--- src/rtl/pdc_pkg.sv ---
package pdc_pkg;

  typedef enum logic [2:0] {
    PD_OFF   = 3'd0,
    PD_OSWR  = 3'd1,
    PD_CSWR  = 3'd2,
    PD_INACT = 3'd3,
    PD_ON    = 3'd4
  } pd_state_e;

  typedef enum logic [2:0] {
    PH_IDLE    = 3'd0,
    PH_GATE    = 3'd1,
    PH_WAKE    = 3'd2,
    PH_SETTLE  = 3'd3,
    PH_RELEASE = 3'd4
  } pd_phase_e;

  typedef struct packed {
    pd_state_e state;
    logic      arr_on;
    logic      arr_low;
  } pd_req_t;

  // Map a raw code onto a state the domain can actually reach.
  function automatic pd_state_e pd_legal(input logic [2:0] code, input bit has_rff);
    if (code > 3'd4)                 return PD_CSWR;
    if (code == 3'd1 && !has_rff)    return PD_CSWR;
    return pd_state_e'(code);
  endfunction

endpackage

--- src/rtl/pdc_req.sv ---
module pdc_req
  import pdc_pkg::*;
#(
  parameter bit HAS_RFF = 1'b1
) (
  input  logic       clk,
  input  logic       rst_n,
  input  logic       idle,
  input  logic       req_valid,
  input  logic [2:0] req_state,
  input  logic       req_arr_on,
  input  logic       req_arr_low,
  output logic       sel_valid,
  output pd_req_t    sel
);

  pd_req_t live;
  pd_req_t hold_q;
  logic    hold_en;
  logic    pend_q, pend_d;

  always_comb begin
    live.state   = pd_legal(req_state, HAS_RFF);
    live.arr_on  = req_arr_on;
    live.arr_low = req_arr_low;
  end

  // Capture while busy; the sequencer consumes the selection when idle.
  always_comb begin
    hold_en = req_valid & ~idle;
    pend_d  = idle ? 1'b0 : (pend_q | req_valid);
  end

  always_ff @(posedge clk or negedge rst_n) begin
    if (!rst_n) begin
      pend_q <= 1'b0;
      hold_q <= '{state: PD_ON, arr_on: 1'b1, arr_low: 1'b0};
    end else begin
      pend_q <= pend_d;
      if (hold_en) hold_q <= live;
    end
  end

  always_comb begin
    sel_valid = req_valid | pend_q;
    sel       = req_valid ? live : hold_q;
  end

  assert_pend_held_R8: assert property (@(posedge clk) disable iff (!rst_n)
    (pend_q && !idle) |=> pend_q)
    else $error("held request dropped while busy");

  assert_pend_consumed_R8: assert property (@(posedge clk) disable iff (!rst_n)
    (pend_q && idle) |=> !pend_q || !$past(idle) )
    else $error("held request not consumed on idle");

endmodule

--- src/rtl/pdc_seq.sv ---
module pdc_seq
  import pdc_pkg::*;
#(
  parameter int unsigned SETTLE_W = 8,
  parameter bit          HAS_RFF  = 1'b1
) (
  input  logic                clk,
  input  logic                rst_n,
  input  logic                sel_valid,
  input  pd_req_t             sel,
  input  logic [SETTLE_W-1:0] settle_cycles,
  output pd_phase_e           phase,
  output pd_state_e           cur,
  output logic                opt_on,
  output logic                opt_low,
  output logic                idle
);

  localparam logic [SETTLE_W-1:0] CNT_ONE = SETTLE_W'(1);

  pd_phase_e           phase_q, phase_d;
  pd_state_e           cur_q, cur_d;
  pd_state_e           tgt_q, tgt_d;
  logic [SETTLE_W-1:0] cnt_q, cnt_d;
  logic                opt_on_q, opt_low_q;
  logic                opt_en;

  always_comb begin
    phase_d = phase_q;
    cur_d   = cur_q;
    tgt_d   = tgt_q;
    cnt_d   = cnt_q;
    opt_en  = 1'b0;
    case (phase_q)
      PH_IDLE: begin
        if (sel_valid) begin
          opt_en = 1'b1;
          tgt_d  = sel.state;
          if (sel.state < cur_q) begin
            phase_d = PH_GATE;
          end else if (sel.state > cur_q) begin
            phase_d = PH_WAKE;
            cnt_d   = settle_cycles;
          end
        end
      end
      PH_GATE: begin
        phase_d = PH_IDLE;
        cur_d   = tgt_q;
      end
      PH_WAKE: begin
        phase_d = (cnt_q == '0) ? PH_RELEASE : PH_SETTLE;
      end
      PH_SETTLE: begin
        if (cnt_q == CNT_ONE) phase_d = PH_RELEASE;
        else                  cnt_d   = cnt_q - CNT_ONE;
      end
      PH_RELEASE: begin
        phase_d = PH_IDLE;
        cur_d   = tgt_q;
      end
      default: phase_d = PH_IDLE;
    endcase
  end

  always_ff @(posedge clk or negedge rst_n) begin
    if (!rst_n) begin
      phase_q   <= PH_IDLE;
      cur_q     <= PD_ON;
      tgt_q     <= PD_ON;
      cnt_q     <= '0;
      opt_on_q  <= 1'b1;
      opt_low_q <= 1'b0;
    end else begin
      phase_q <= phase_d;
      cur_q   <= cur_d;
      tgt_q   <= tgt_d;
      cnt_q   <= cnt_d;
      if (opt_en) begin
        opt_on_q  <= sel.arr_on;
        opt_low_q <= sel.arr_low;
      end
    end
  end

  always_comb begin
    phase   = phase_q;
    cur     = cur_q;
    opt_on  = opt_on_q;
    opt_low = opt_low_q;
    idle    = (phase_q == PH_IDLE);
  end

  assert_settle_nonzero_R5: assert property (@(posedge clk) disable iff (!rst_n)
    (phase_q == PH_SETTLE) |-> (cnt_q != '0))
    else $error("settle counter underflow");

  assert_gate_completes_R7: assert property (@(posedge clk) disable iff (!rst_n)
    (phase_q == PH_GATE) |=> (phase_q == PH_IDLE && cur_q == $past(tgt_q)))
    else $error("gate phase did not commit target");

  assert_same_state_quiet_R9: assert property (@(posedge clk) disable iff (!rst_n)
    (phase_q == PH_IDLE && sel_valid && sel.state == cur_q) |=> (phase_q == PH_IDLE))
    else $error("same-state request started a transition");

  generate
    if (!HAS_RFF) begin : g_no_rff_chk
      assert_no_oswr_R2: assert property (@(posedge clk) disable iff (!rst_n)
        cur_q != PD_OSWR)
        else $error("open-switch retention reached without retention flops");
    end
  endgenerate

endmodule

--- src/rtl/pdc_out.sv ---
module pdc_out
  import pdc_pkg::*;
#(
  parameter bit ARRAY_FIXED   = 1'b0,
  parameter bit ARRAY_FIX_ON  = 1'b1,
  parameter bit ARRAY_FIX_LOW = 1'b0
) (
  input  logic      clk,
  input  logic      rst_n,
  input  pd_phase_e phase,
  input  pd_state_e cur,
  input  logic      opt_on,
  input  logic      opt_low,
  output logic      pwr_on,
  output logic      vdd_ret,
  output logic      array_on,
  output logic      array_low,
  output logic      clk_en,
  output logic      nret_rst,
  output logic      busy
);

  logic src_on, src_low;
  logic st_pwr, st_ret, st_clk, st_nret;

  generate
    if (ARRAY_FIXED) begin : g_arr_fixed
      logic unused_opts;
      assign unused_opts = opt_on ^ opt_low;
      assign src_on  = ARRAY_FIX_ON;
      assign src_low = ARRAY_FIX_LOW;
    end else begin : g_arr_sw
      assign src_on  = opt_on;
      assign src_low = opt_low;
    end
  endgenerate

  // Settled-state supply table.
  always_comb begin
    st_pwr  = (cur >= PD_CSWR);
    st_ret  = (cur == PD_OSWR) || (cur == PD_CSWR);
    st_clk  = (cur == PD_ON);
    st_nret = (cur <= PD_OSWR);
  end

  always_comb begin
    pwr_on   = 1'b1;
    vdd_ret  = 1'b0;
    clk_en   = 1'b0;
    nret_rst = st_nret;
    case (phase)
      PH_IDLE: begin
        pwr_on  = st_pwr;
        vdd_ret = st_ret;
        clk_en  = st_clk;
      end
      PH_GATE: begin
        pwr_on  = st_pwr;
        vdd_ret = st_ret;
      end
      PH_RELEASE: nret_rst = 1'b0;
      default: ;
    endcase
    array_on  = src_on & ~(phase == PH_IDLE && cur == PD_OFF);
    array_low = src_low;
    busy      = (phase != PH_IDLE);
  end

  assert_busy_gated_R4: assert property (@(posedge clk) disable iff (!rst_n)
    busy |-> !clk_en)
    else $error("clock enabled during a transition");

  assert_supply_after_gate_R4: assert property (@(posedge clk) disable iff (!rst_n)
    ($fell(pwr_on) || $rose(vdd_ret)) |-> !$past(clk_en))
    else $error("supply moved while clocks were running");

  assert_nret_release_R5: assert property (@(posedge clk) disable iff (!rst_n)
    $fell(nret_rst) |-> (pwr_on && !vdd_ret && !clk_en))
    else $error("non-retention reset released without nominal supply");

  assert_clk_after_reset_R5: assert property (@(posedge clk) disable iff (!rst_n)
    $rose(clk_en) |-> (!nret_rst && $past(!nret_rst)))
    else $error("clocks enabled before reset release");

endmodule

--- src/rtl/pwr_domain_ctrl.sv ---
module pwr_domain_ctrl
  import pdc_pkg::*;
#(
  parameter int unsigned SETTLE_W      = 8,
  parameter bit          HAS_RFF       = 1'b1,
  parameter bit          ARRAY_FIXED   = 1'b0,
  parameter bit          ARRAY_FIX_ON  = 1'b1,
  parameter bit          ARRAY_FIX_LOW = 1'b0
) (
  input  logic                clk,
  input  logic                rst_n,
  input  logic                req_valid,
  input  logic [2:0]          req_state,
  input  logic                req_arr_on,
  input  logic                req_arr_low,
  input  logic [SETTLE_W-1:0] settle_cycles,
  output logic                pwr_on,
  output logic                vdd_ret,
  output logic                array_on,
  output logic                array_low,
  output logic                clk_en,
  output logic                nret_rst,
  output logic [2:0]          stat_state,
  output logic                stat_busy
);

  logic      rst_s1, core_rst_n;
  logic      idle, sel_valid, opt_on, opt_low;
  pd_req_t   sel;
  pd_phase_e phase;
  pd_state_e cur;

  always_ff @(posedge clk or negedge rst_n) begin
    if (!rst_n) begin
      rst_s1     <= 1'b0;
      core_rst_n <= 1'b0;
    end else begin
      rst_s1     <= 1'b1;
      core_rst_n <= rst_s1;
    end
  end

  pdc_req #(.HAS_RFF(HAS_RFF)) u_req (
    .clk         (clk),
    .rst_n       (core_rst_n),
    .idle        (idle),
    .req_valid   (req_valid),
    .req_state   (req_state),
    .req_arr_on  (req_arr_on),
    .req_arr_low (req_arr_low),
    .sel_valid   (sel_valid),
    .sel         (sel)
  );

  pdc_seq #(.SETTLE_W(SETTLE_W), .HAS_RFF(HAS_RFF)) u_seq (
    .clk           (clk),
    .rst_n         (core_rst_n),
    .sel_valid     (sel_valid),
    .sel           (sel),
    .settle_cycles (settle_cycles),
    .phase         (phase),
    .cur           (cur),
    .opt_on        (opt_on),
    .opt_low       (opt_low),
    .idle          (idle)
  );

  pdc_out #(
    .ARRAY_FIXED   (ARRAY_FIXED),
    .ARRAY_FIX_ON  (ARRAY_FIX_ON),
    .ARRAY_FIX_LOW (ARRAY_FIX_LOW)
  ) u_out (
    .clk       (clk),
    .rst_n     (core_rst_n),
    .phase     (phase),
    .cur       (cur),
    .opt_on    (opt_on),
    .opt_low   (opt_low),
    .pwr_on    (pwr_on),
    .vdd_ret   (vdd_ret),
    .array_on  (array_on),
    .array_low (array_low),
    .clk_en    (clk_en),
    .nret_rst  (nret_rst),
    .busy      (stat_busy)
  );

  assign stat_state = cur;

  assert_off_array_open_R6: assert property (@(posedge clk) disable iff (!core_rst_n)
    (!stat_busy && stat_state == 3'd0) |-> !array_on)
    else $error("array switch closed in Off");

  assert_status_stable_idle_R7: assert property (@(posedge clk) disable iff (!core_rst_n)
    ($past(!stat_busy) && !stat_busy) |-> $stable(stat_state))
    else $error("status changed without a transition");

endmodule

--- config.mk ---
export PLATFORM = sky130hd
export DESIGN_NAME = pwr_domain_ctrl
export DESIGN_NICKNAME = d
export VERILOG_FILES = /design/src/rtl/pdc_pkg.sv /design/src/rtl/pdc_req.sv /design/src/rtl/pdc_seq.sv /design/src/rtl/pdc_out.sv /design/src/rtl/pwr_domain_ctrl.sv
export SDC_FILE = /design/constraint.sdc
export NUM_CORES = 1
export LEC_CHECK = 0
export ABC_AREA = 1
export ABC_CLOCK_PERIOD_IN_PS = 1700
export BUFFER_PORTS_ARGS = -buffer_cell sky130_fd_sc_hd__buf_4
export CORE_MARGIN = 2
export CORE_UTILIZATION = 35
export DETAILED_ROUTE_END_ITERATION = 10
export GPL_TIMING_DRIVEN = 0
export PLACE_DENSITY_LB_ADDON = 0.05
export SETUP_SLACK_MARGIN = 0.1
export SLEW_MARGIN = 20
export SYNTH_ARGS = -nofsm -noshare
export SYNTH_HDL_FRONTEND = slang
export SYNTH_SLANG_ARGS = --single-unit
--- constraint.sdc ---
create_clock -name clk -period 1.7 [get_ports clk]
set_clock_uncertainty 0.1 [all_clocks]
set_input_delay 0.085 -clock clk [delete_from_list [all_inputs] [get_ports clk]]
set_output_delay 0.085 -clock clk [all_outputs]
set_load 0.02 [all_outputs]
======== Yosys cells after proc, flatten, opt, wreduce, memory -nomap -nowiden ========
Index checks and enable logic that the tools add are counted.
storage, ports and cells
  bits in registers ....................... 27
  input bits .............................. 16
  output and inout bits ................... 10
  word-level logic and storage cells ...... 71
cells by class
  add/sub/neg operators ................... 1
  $lt $le $gt $ge ......................... 5
  equal/unequal tests ..................... 14
  mux-type cells .......................... 22
  bitwise operators ....................... 5
  reduce and logical (&&, ||, !) cells .... 12
operator list
  operator               number
  $mux W8                4
  $mux W3                7
  $pmux W8 S2            1
  $eq A3 B2 Y1 const B   3
  $pmux W3 S3            1
  $eq A8 B1 Y1 const B   1
  $logic_not A8 Y1       1
  $mux W1                8
  $sub A8 B1 Y8 const B  1
  $eq A3 B1 Y1 const B   2
  $eq A3 B3 Y1 const B   2
  $logic_not A3 Y1       2
  $ne A2 B2 Y1 const B   3
  $mux W5                1
  $reduce_and A5 Y1      1
  $ne A2 B1 Y1 const B   2
  $reduce_or A2 Y1       2
  $ge A3 B2 Y1 const B   1
  $gt A3 B3 Y1           1
  $gt A3 B3 Y1 const B   1
  $le A3 B1 Y1 const B   1
  $lt A3 B3 Y1           1
  $ne A3 B1 Y1 const B   1
  $reduce_and A3 Y1      1
  8 further kinds        10

======== Longest topological paths before layout ========
  word-level depth ........................ 9
  depth in mapped cells ................... 13
  depth with buffers taken out ............ 13

======== Modules after synthesis ========
A second synthesis with hierarchy kept.
unflattened totals
  cell total of the unflattened synthesis .. 235
  area, all modules ....................... 1691.6 um2
by module, submodules not included
  module           times used  cells each  area each (um2)  seq. area each (um2)
  pdc_seq          1           170         1228.7           479.2
  pdc_req          1           40          300.3            152.6
  pdc_out          1           22          108.9            0.0
  pwr_domain_ctrl  1           3           53.8             50.0

======== Least setup slack after synthesis ========
OpenSTA, ideal clock, no wires.
  kind .................................... reg-to-reg
  from .................................... register u_seq.cur_q[2], in the netlist u_seq.cur[2]
  to ...................................... register u_seq.cnt_q[7]
  library setup time ...................... 117 ps
  arrival time ............................ 1657 ps
  required time ........................... 1483 ps
  path slack .............................. -173 ps
  cell stages (with the launch flop) ...... 8
  path buffers ............................ 0
  period minus slack after synthesis ...... 1873 ps
  cell sequence ........................... dfstp_2 inv_1 ha_1 a21oi_1 nand3_4 a21boi_4 nand2_1 nand2_1
between the ends
  longest elaborated chain between the ends .. 3
  elaborated cells between the ends (all ways) .. 5
  those cells by class .................... order compare (2); eq/ne (2); reduce/logical (1)
RTL lines
  item                                                    line                          text
  from (decl)                                             pdc_seq.sv:22                 pd_state_e cur_q, cur_d;
  from (signal assigned)                                  pdc_seq.sv:76                 cur_q <= cur_d;
  $lt A3 B3 Y1 or $gt A3 B3 Y1 (tied branches)            pdc_seq.sv:39, pdc_seq.sv:41
  $ne A2 B2 Y1 (no line) or $ne A2 B1 Y1 (tied branches)  --
  $reduce_and A5 Y1 (no line) *                           --
  to (signal assigned)                                    pdc_seq.sv:78                 cnt_q <= cnt_d;
  to (decl)                                               pdc_seq.sv:24                 logic [SETTLE_W-1:0] cnt_q, cnt_d;
Mark *: on every way between the ends. The rest lies on a longest branch, timed or not.
A chain may end at the register's enable or synchronous reset.

==> summary.md <==
| Metric | Value |
|---|---|
| Reg2Reg Launch Point | `u_req.hold_q[4]` |
| WL final | `3530 um` |
| Final setup violation count | `8` |
| Total GRT Usage | `0.148` |
| WP data required | `1.82 ns` |
| Vias/cell | `4.69` |
| CP Capture Type | `flop` |
| Core box area | `4380 sq um` |
| RePlAce Congestion | `0.781` |
| Antenna violations before repair | `0` |
| Fin area | `2060 sq um` |
| Multi-input gate area | `910 sq um` |
| CTS Root Cell | `clkbuf_8` |
| Top-area cell type share of the netlist area | `0.343` |
| CP Launch Point | `u_req.hold_q[4]` |
| Antenna diodes | `0` |
| Crit path kind | `flop to flop` |
| Power consumption | `1200 uW` |
| Wire per inst | `11.6 um` |
| Post-Syn Area | `1610 sq um` |
| Register bit total from synthesis | `27` |
| Outcome | `complete, but fails checks` |
| Vias in the first global route | `1342` |
| Period utilisation layout | `1.09` |
| DP Area | `1890 sq um` |
| GR Util met1 | `0.222` |
| Initial DRC count | `42` |
| Top cells by count, synth | `78 x nand2_1, 22 x dfrtp_1, 22 x nor2_1` |
| GRT overflow | `0` |
| Initial cell density of the core | `0.366` |
| Crit start category | `flop` |
| Max cap viols | `0` |
| Largest area contributor in the netlist | `dfrtp_1` |
| Area occupied by registers | `686 sq um` |
| Fill cells | `463` |
| Rows | `24` |
| CP Capture Point | `u_seq.cnt_q[6]` |
| DIE AREA | `5140 sq um` |
| Post-detail-place hpwl | `2550 um` |
| Least-Margin Pin Slew | `0.569 ns` |
| Clock edge transition at the registers on the reported setup and hold paths | `0.10 ns` |
| 1st-pass router iterations | `4` |
| Die Width | `71.7 um` |
| Mapped Nets | `236` |
| Post-synth ARST share | `1.00` |
| Worst Hold Class | `input pin to flop` |
| Ys flop type | `dfrtp_1` |
| Critical Path AT | `1.96 ns` |
| Setup_tns | `-1.11 ns` |
| IR drop worst, VDD | `331 uV` |
| Final Hold Slack | `0.00627 ns` |
| Maximum clock path buffer count | `2` |
| Slew HR | `0.620` |
| I/O Buffers | `25` |
| Hold Fails Final Rpt | `0` |
| Largest net degree at the start of global routing | `26` |
| Pwr/cell area | `581 nW/um^2` |
| Mean Syn Cell Area | `7.50 sq um` |
| Peak Freq | `542 MHz` |
| Synth-to-Final Area Change | `28.4%` |
| Met2 global-route usage | `0.227` |
| FF-to-FF End | `u_seq.cnt_q[6]` |
| DRC viols | `0` |
| Minimum clock period after layout | `1.85 ns` |
| Crit Path Max Fanout | `8` |
| Die Ht | `71.7 um` |
| Netlist cell types | `26` |
| Nets | `275` |
| R2R Setup Slk | `-0.15 ns` |
| TritonCTS Buffers | `3` |
| Number of H-tree levels | `1` |
| DR vias | `1427` |
| Unrepaired setup endpoints after global routing | `yes` |
| Most frequent cell after synthesis | `nand2_1` |
| Share of cells above drive strength 1 | `0.274` |
| Met3 GRT Util | `0.0183` |
| DRT antenna net count | `0` |
| # IOs | `26` |
| Leak pwr | `0.000984 uW` |
| EDFF count, synth | `0` |
| Fin util | `0.470` |
| Sink Count | `27` |
| Yosys warns | `0` |
| Syn Inst Count | `214` |
| Failing checks | `negative setup slack` |
| Register area share after synthesis | `0.425` |
| Area contributors post-synth | `dfrtp_1 34%, nand2_1 18%, dfstp_2 8.2%` |
| CTS tree | `yes` |
| PnR worst setup slack | `-0.146 ns` |
| R2R cell count | `10` |
| First-pass GRT wire length | `6200 um` |
| GRT busiest layer | `met2` |
| Slew Limit Fails | `0` |
| Worst-Skew Late Latency | `0.27 ns` |
[per-layer routing]
| metal | wire [um] | share of wire |
|---|---|---|
| met1 | 1870 | 0.53 |
| met2 | 1530 | 0.43 |
| met3 | 107 | 0.030 |
| met4 | 20 | 0.0057 |
| met5 | 0 | 0 |
[how the worst min path moves through the flow]
stage | from | end | slack (ns) | depth (start not counted)
floorplan | rst_n | core_rst_n | -0.31 | 0
global placement | rst_n | rst_s1 | -0.23 | 1
detailed placement | rst_n | rst_s1 | -0.23 | 1
CTS | settle_cycles[1] | u_seq.cnt_q[1] | 0.004 | 5
global route | rst_n | core_rst_n | 0.01 | 2
finish | settle_cycles[5] | u_seq.cnt_q[5] | 0.006 | 5
[logic make-up after synthesis]
| logic type | synth area share |
|---|---|
| buffers and inverters | 0.0514 |
| adder cells (fa/ha/maj) | 0.0468 |
| flip-flops | 0.425 |
| AO/OA/AOI/OAI | 0.101 |
| AND/OR/NAND/NOR | 0.353 |
| other | 0.00234 |
| multiplexers | 0.0210 |
[power by group]
part / leakage (uW) / switching (uW) / internal [uW] / total [uW]
registers: 0.000297 / 28.0 / 670 / 698
clock network: 0.0000228 / 205 / 168 / 373
logic: 0.000665 / 58.7 / 67.8 / 126
[through the flow]
stage | worst slack [ns] | std cells
after floorplan | 0.0114 | 214
after global placement | -0.221 | 291
after detailed placement | -0.199 | 291
after CTS | -0.179 | 302
after global routing | -0.272 | 304
final | -0.146 | 304
[repair_timing]
action                     CTS  global route
hold endpoints to repair     7             0
buffers inserted             1             2
pin swaps                    8            12
gates cloned                 0             0
gates resized for setup      5             9
setup endpoints to repair   11            15
hold buffers                 6             0
[placed cells by master, fill, tap and decap left out, types with 6 or more instances in the layout]
cell | synthesis | routed
buf_4 | 0 | 28
dfrtp_1 | 22 | 19
dlygate4sd3_1 | 0 | 6
inv_1 | 19 | 18
nand2_1 | 78 | 75
nand2_2 | 4 | 6
nand3_1 | 10 | 7
nor2_1 | 22 | 21
o21ai_0 | 14 | 11
[flip-flops by register name (all words and copies together) (netlist names)]
signal,cells
u_seq.cnt_q,8
u_req.hold_q,5
u_seq.cur,3
u_seq.phase,3
u_seq.tgt_q,3
core_rst_n,1
rst_s1,1
u_req.pend_q,1
u_seq.opt_low,1
u_seq.opt_on,1
[final cells by class]
class,instances,share of cell area
clock buffers,4,0.0219
inverters,22,0.0413
multi-input cells,165,0.441
flip-flops and latches,27,0.333
well taps,52,0.0316
repair buffers,34,0.131
[critical path: stages, from the launching register on]
cell	delay [ns]
dfstp_2	0.55
nand2_2	0.07
o21ai_4	0.09
ha_4	0.25
nand2_2	0.06
nor2_2	0.04
nor2_1	0.10
nand2_2	0.09
a21boi_4	0.29
nand2_1	0.09
nand2_1	0.07
(Power assumes the default switching activity.)
